===== config.mk =====
export PLATFORM = sky130hd
export DESIGN_NAME = imem_loader
export DESIGN_NICKNAME = d
export VERILOG_FILES = /design/src/rtl/imem_loader_pkg.sv /design/src/rtl/imem_loader_ctrl.sv /design/src/rtl/imem_loader_dp.sv /design/src/rtl/imem_loader.sv
export SDC_FILE = /design/constraint.sdc
export NUM_CORES = 2
export LEC_CHECK = 0
export CELL_PAD_IN_SITES_DETAIL_PLACEMENT = 1
export CELL_PAD_IN_SITES_GLOBAL_PLACEMENT = 2
export CORE_UTILIZATION = 43
export CTS_BUF_LIST = sky130_fd_sc_hd__clkbuf_8
export DETAILED_ROUTE_END_ITERATION = 8
export HOLD_SLACK_MARGIN = 0.08
export PLACE_DENSITY = 0.84
export SYNTH_ARGS = -nofsm -noshare
export SYNTH_HDL_FRONTEND = slang
export SYNTH_SLANG_ARGS = --single-unit

===== constraint.sdc =====
create_clock -name clk -period 2.79 [get_ports clk]
set_input_delay 0.4185 -clock clk [delete_from_list [all_inputs] [get_ports clk]]
set_output_delay 0.4185 -clock clk [all_outputs]
set_load 0.1 [all_outputs]

===== src/rtl/imem_loader_pkg.sv =====
package imem_loader_pkg;
  localparam int BUS_W   = 32;
  localparam int LANES   = BUS_W / 8;
  localparam int BYTE_W  = 8;

  typedef struct packed {
    logic             progWe;
    logic [LANES-1:0] freqWe;
    logic             rdFreq;
  } strobe_t;
endpackage


===== src/rtl/imem_loader_ctrl.sv =====
module imem_loader_ctrl
  import imem_loader_pkg::*;
#(
  parameter logic [BUS_W-1:0] BASE_ADDR = 32'h3000_0000
) (
  input  logic             clk,
  input  logic             rst,
  input  logic             wbCyc,
  input  logic             wbStb,
  input  logic             wbWe,
  input  logic [BUS_W-1:0] wbAdr,
  input  logic [LANES-1:0] wbSel,
  output strobe_t          strb,
  output logic             wbAck
);
  localparam logic [BUS_W-3:0] PROG_WORD = BASE_ADDR[BUS_W-1:2];
  localparam logic [BUS_W-3:0] FREQ_WORD = PROG_WORD + 1'b1;

  logic reqValid;
  logic hitProg;
  logic hitFreq;

  assign reqValid = wbCyc & wbStb;
  assign hitProg  = (wbAdr[BUS_W-1:2] == PROG_WORD);
  assign hitFreq  = (wbAdr[BUS_W-1:2] == FREQ_WORD);

  always_comb begin
    strb.progWe = reqValid & wbWe & hitProg & wbSel[0] & wbSel[1];
    strb.freqWe = {LANES{reqValid & wbWe & hitFreq}} & wbSel;
    strb.rdFreq = reqValid & ~wbWe & hitFreq;
  end

  always_ff @(posedge clk) begin
    if (rst) wbAck <= 1'b0;
    else     wbAck <= reqValid;
  end


  ack_follows_req_chk: assert property (@(posedge clk) disable iff (rst)
    (wbCyc && wbStb) |=> wbAck);


  no_spurious_ack_chk: assert property (@(posedge clk) disable iff (rst)
    !(wbCyc && wbStb) |=> !wbAck);
endmodule


===== src/rtl/imem_loader_dp.sv =====
module imem_loader_dp
  import imem_loader_pkg::*;
#(
  parameter int               ADDR_W   = 8,
  parameter logic [BUS_W-1:0] FREQ_RST = '0
) (
  input  logic              clk,
  input  logic              rst,
  input  strobe_t           strb,
  input  logic [BUS_W-1:0]  wbDatW,
  output logic [BUS_W-1:0]  wbDatR,
  input  logic [ADDR_W-1:0] fetchAddr,
  output logic [BYTE_W-1:0] fetchData,
  output logic [BUS_W-1:0]  clkFreq
);
  localparam int DEPTH = 1 << ADDR_W;

  logic [BYTE_W-1:0] mem [DEPTH];
  logic [ADDR_W-1:0] progAdr;
  logic [BYTE_W-1:0] progByte;
  logic [BUS_W-1:0]  freqReg;

  assign progByte = wbDatW[BYTE_W-1:0];
  assign progAdr  = wbDatW[BYTE_W +: ADDR_W];

  always_ff @(posedge clk) begin
    if (rst) begin
      for (int i = 0; i < DEPTH; i++) mem[i] <= '0;
    end else if (strb.progWe) begin
      mem[progAdr] <= progByte;
    end
  end

  always_ff @(posedge clk) begin
    if (rst) fetchData <= '0;
    else     fetchData <= mem[fetchAddr];
  end

  for (genvar g = 0; g < LANES; g++) begin : gLane
    always_ff @(posedge clk) begin
      if (rst)                 freqReg[g*8 +: 8] <= FREQ_RST[g*8 +: 8];
      else if (strb.freqWe[g]) freqReg[g*8 +: 8] <= wbDatW[g*8 +: 8];
    end
  end

  always_ff @(posedge clk) begin
    if (rst)              wbDatR <= '0;
    else if (strb.rdFreq) wbDatR <= freqReg;
    else                  wbDatR <= '0;
  end

  assign clkFreq = freqReg;


  freq_hold_chk: assert property (@(posedge clk) disable iff (rst)
    (strb.freqWe == '0) |=> $stable(freqReg));
endmodule


===== src/rtl/imem_loader.sv =====
module imem_loader
  import imem_loader_pkg::*;
#(
  parameter int               ADDR_W    = 8,
  parameter logic [31:0]      BASE_ADDR = 32'h3000_0000,
  parameter logic [31:0]      FREQ_RST  = 32'h0
) (
  input  logic              clk,
  input  logic              rst,
  input  logic              wbCyc,
  input  logic              wbStb,
  input  logic              wbWe,
  input  logic [31:0]       wbAdr,
  input  logic [31:0]       wbDatW,
  input  logic [3:0]        wbSel,
  output logic [31:0]       wbDatR,
  output logic              wbAck,
  input  logic [ADDR_W-1:0] fetchAddr,
  output logic [7:0]        fetchData,
  output logic [31:0]       clkFreq
);
  strobe_t strb;

  imem_loader_ctrl #(.BASE_ADDR(BASE_ADDR)) ctrl_i (
    .clk(clk), .rst(rst), .wbCyc(wbCyc), .wbStb(wbStb), .wbWe(wbWe),
    .wbAdr(wbAdr), .wbSel(wbSel), .strb(strb), .wbAck(wbAck)
  );

  imem_loader_dp #(.ADDR_W(ADDR_W), .FREQ_RST(FREQ_RST)) dp_i (
    .clk(clk), .rst(rst), .strb(strb), .wbDatW(wbDatW), .wbDatR(wbDatR),
    .fetchAddr(fetchAddr), .fetchData(fetchData), .clkFreq(clkFreq)
  );

  logic isProgAdr;
  logic isMapped;
  assign isProgAdr = (wbAdr[31:2] == BASE_ADDR[31:2]);
  assign isMapped  = isProgAdr || (wbAdr[31:2] == (BASE_ADDR[31:2] + 30'd1));


  prog_read_zero_chk: assert property (@(posedge clk) disable iff (rst)
    (wbCyc && wbStb && !wbWe && isProgAdr) |=> (wbDatR == 32'h0));


  unmapped_write_ignored_chk: assert property (@(posedge clk) disable iff (rst)
    (wbCyc && wbStb && wbWe && !isMapped) |=> $stable(clkFreq));


  unmapped_read_zero_chk: assert property (@(posedge clk) disable iff (rst)
    (wbCyc && wbStb && !wbWe && !isMapped) |=> (wbDatR == 32'h0));


  reset_quiet_chk: assert property (@(posedge clk) disable iff (rst)
    $past(rst) |-> (!wbAck && wbDatR == 32'h0 && fetchData == 8'h0 && clkFreq == FREQ_RST));
endmodule


==> results by group <==
Status
  – Status: finished with violations
  – Failing checks: setup timing

Logic synthesis
  – Post-synth EDFFs: 2048
  – Cells after Synth: 6727
  – Post-synth top cells: nor2_1, edfxtp_1, clkbuf_1
  – Dominant cells by area after synthesis: edfxtp_1, mux4_2, nor2_1
  – Post-synth top area share: 66.2%
  – Yosys reg bits: 2121
  – Sequential-to-total area share from yosys stat: 67.7%
  – Syn_area_per_cell: 13.8 sq um
  – Syn Nets: 6808
  – Asr flop ratio synth: 0%
  – Synth warn: 0
  – Ys flop type: edfxtp_1
  – Synth area leader: edfxtp_1
  – Yosys cell types: 59
  – Post-Syn Area: 92900 sq um
  – Most common cell in the netlist: nor2_1

Power and ir drop
  – Reg power frac: 52.7%
  – Sw Pwr: 17.6 mW
  – Leakage: 39.7 nW
  – Combinational share of power: 10.1%
  – Pint: 52.4 mW
  – Clock group share of total power: 37.2%
  – Pwr/cell area: 613 nW/um^2
  – Peak supply drop: 0.000579 V
  – Switching fraction of total power: 25.2%

STA
  – Measured slew at the worst slew-check pin: 1020 ps
  – Period minus WS final: 2800 ps
  – Final Hold Viols: 0
  – Setup clock skew after layout: 103 ps
  – Hold_ws: 171 ps
  – Final period utilization: 100%
  – Relative slew slack: 30.4%
  – Setup ws final: -10.4 ps
  – FMAX: 357 MHz
  – Unrepaired setup endpoints after global routing: no
  – Final setup violation count: 1
  – Final Max Tran Viols: 0

Clock network
  – Clk root buf: clkbuf_8
  – Worst-skew pair later-pin latency: 1100 ps
  – TritonCTS clock tree: yes
  – Sink Count: 2121
  – Clock slew at reported path FFs: 60 ps
  – H-tree Lvls: 5
  – Max Buffers Root-to-Sink: 4
  – Cts bufs inserted: 369
  – Post-CTS setup buffers: 0

Floorplanning
  – Die Wd: 467 um
  – I/O pins: 154
  – Die Area: 218000 sq um
  – Site row count: 170
  – Core Area: 215000 sq um
  – Initial core utilization: 43.3%
  – Die Y: 467 um

Routing
  – WL per Instance: 33.5 um
  – Total wire length: 362 mm
  – DRT iter0 DRCs: 9461
  – DR DRC count: 0
  – Post-DRT Antenna Nets: 0
  – Vias: 67000
  – Drt pass-1 iters: 6
  – Mean number of vias per cell: 6.19

Critical path
  – Worst path max stage delay: 930 ps
  – Crit end category: register
  – Worst-path maximum fanout: 1
  – Worst path bufs/invs: 1
  – CP cell instances: mux4_2 -> mux4_2 -> a2111oi_0 -> buf_4 -> o22ai_1
  – CP delay by family, top: compound AO/OA/AOI/OAI gates
  – Critical setup path kind: register to register
  – Worst Path Required: 3740 ps
  – Worst path slowest cell: a2111oi_0
  – Critical Path AT: 3750 ps
  – Most frequent CP cell: mux4_2
  – Crit start category: register

GRT
  – First-pass GRT wire length: 507 mm
  – Antenna violations before repair: 27
  – Number of global-route vias before repair: 68800
  – Total grt overflow: 0
  – Gr usage total: 33.1%
  – Largest net degree at the start of global routing: 153

Flow run
  – Max-Cap Viols: 0

Layout
  – Nets: 7783
  – Post-route design area: 114000 sq um
  – Final non-filler cell total: 10800
  – P&R area growth vs syn: 22.9%
  – Fraction of layout cells with a size suffix above 1: 25.7%

Place
  – Routability Congestion: 1.02
  – Final HPWL DP: 256 mm
  – PortBufs: 151
  – Dpl cells: 10100
  – DP Area: 107000 sq um

Hold path
  – Worst hold path class: input pin to register
cell type report:
| type | count | area (sq um) |
|---|---|---|
| fill | 20900 | 100000 |
| inverter | 3 | 15.0 |
| timing repair buffer | 1228 | 13700 |
| clock buffer | 378 | 5200 |
| multi-input combinational | 3979 | 27500 |
| clock inverter | 258 | 1220 |
| antenna | 17 | 42.5 |
| sequential | 2121 | 63000 |
| tap | 2838 | 3550 |
worst reg2reg max path: cells and delay by family, from the launching register on:
| family | cells | cell delay, ps |
|---|---|---|
| compound gates | 2 | 1000 |
| mux | 2 | 980 |
| flops | 1 | 420 |
| buf+inv | 1 | 260 |
power groups by stage:
stage	clock network (mW)	logic [mW]	registers, mW
floorplan	0	3.00	37.3
global placement	0	6.72	37.4
detailed placement	0	6.85	37.5
CTS	26.2	6.92	36.9
global route	27.5	7.16	37.0
finish	26.0	7.08	36.9
kinds of logic after synthesis:
family | synth area share (%)
AO/OA/AOI/OAI | 4.90
flip-flops | 67.7
multiplexers | 13.2
AND/OR/NAND/NOR | 11.2
buffers and inverters | 2.96
timing repair:
item                                    in CTS  in global routing
gates resized for setup                      1                  0
hold buffers                                26                  0
endpoints found under the setup margin       1                  0
hold endpoints to repair                    70                  0
layout by cell type (no fill, tap or decap), drive strengths merged, types with 4 or more instances in the layout:
cell              n
o22ai            54
diode            17
o221ai           90
buf            1137
mux2             12
a31oi             5
o211ai            4
clkbuf          378
inv             122
mux2i           260
o31ai             5
nor3             36
a22oi            50
a21oi            68
and3              6
nand3            38
nand4            15
nand2           302
a22o              7
bufinv            6
a21o            256
nor2           2137
nor4              9
and2             59
nor2b             6
clkdlybuf4s50    65
nand2b           10
o21ai            56
dfxtp            73
a211oi           11
or3              12
a2111oi          11
edfxtp         2048
mux4            423
a221oi            6
clkinv          130
dlygate4sd3      26
stage by stage:
stage	utilization (%)	TNS, ps	setup slack (ps)	total power, mW
2_1_floorplan	-	0	80.3	40.3
3_3_place_gp	50.1	-757510	-810	44.1
3_5_place_dp	50.1	-893660	-889	44.4
4_1_cts	53.2	0	120	70.1
5_1_grt	53.2	0	4.28	71.6
6_report	53.2	-10.4	-10.4	70.0
flip-flops by register name, summed over array words and instances, names as in the netlist:
register	flops
dp_i.wbDatR	32
dp_i.clkFreq	32
ctrl_i.wbAck	1
dp_i.fetchData	8
dp_i.mem	2048
metal layers:
| layer | up-vias | part of all wire (%) | global-route usage, % | routed length (um) |
|---|---|---|---|---|
| met5 | - | 0.028 | 0 | 100 |
| met4 | 14 | 7.2 | 20.8 | 26200 |
| met3 | 1079 | 12 | 8.39 | 43900 |
| met2 | 4613 | 46 | 51.4 | 166000 |
| met1 | 34500 | 35 | 41.7 | 126000 |
| li1 | 26800 | - | - | - |
worst paths after layout:
check	to	startpoint	depth (start not counted)	slack [ps]
worst max register to register	dp_i.fetchData[7]$_SDFF_PP0_	dp_i.mem[4][7]$_SDFFCE_PN0P_	5	-10
worst min register to register	dp_i.clkFreq[12]$_SDFFE_PP0P_	dp_i.clkFreq[12]$_SDFFE_PP0P_	2	480
worst max-delay path	dp_i.fetchData[7]$_SDFF_PP0_	dp_i.mem[4][7]$_SDFFCE_PN0P_	5	-10
worst min-delay path	dp_i.clkFreq[11]$_SDFFE_PP0P_	wbDatW[11]	4	170
Note: power is estimated with default switching activity, not from simulation.
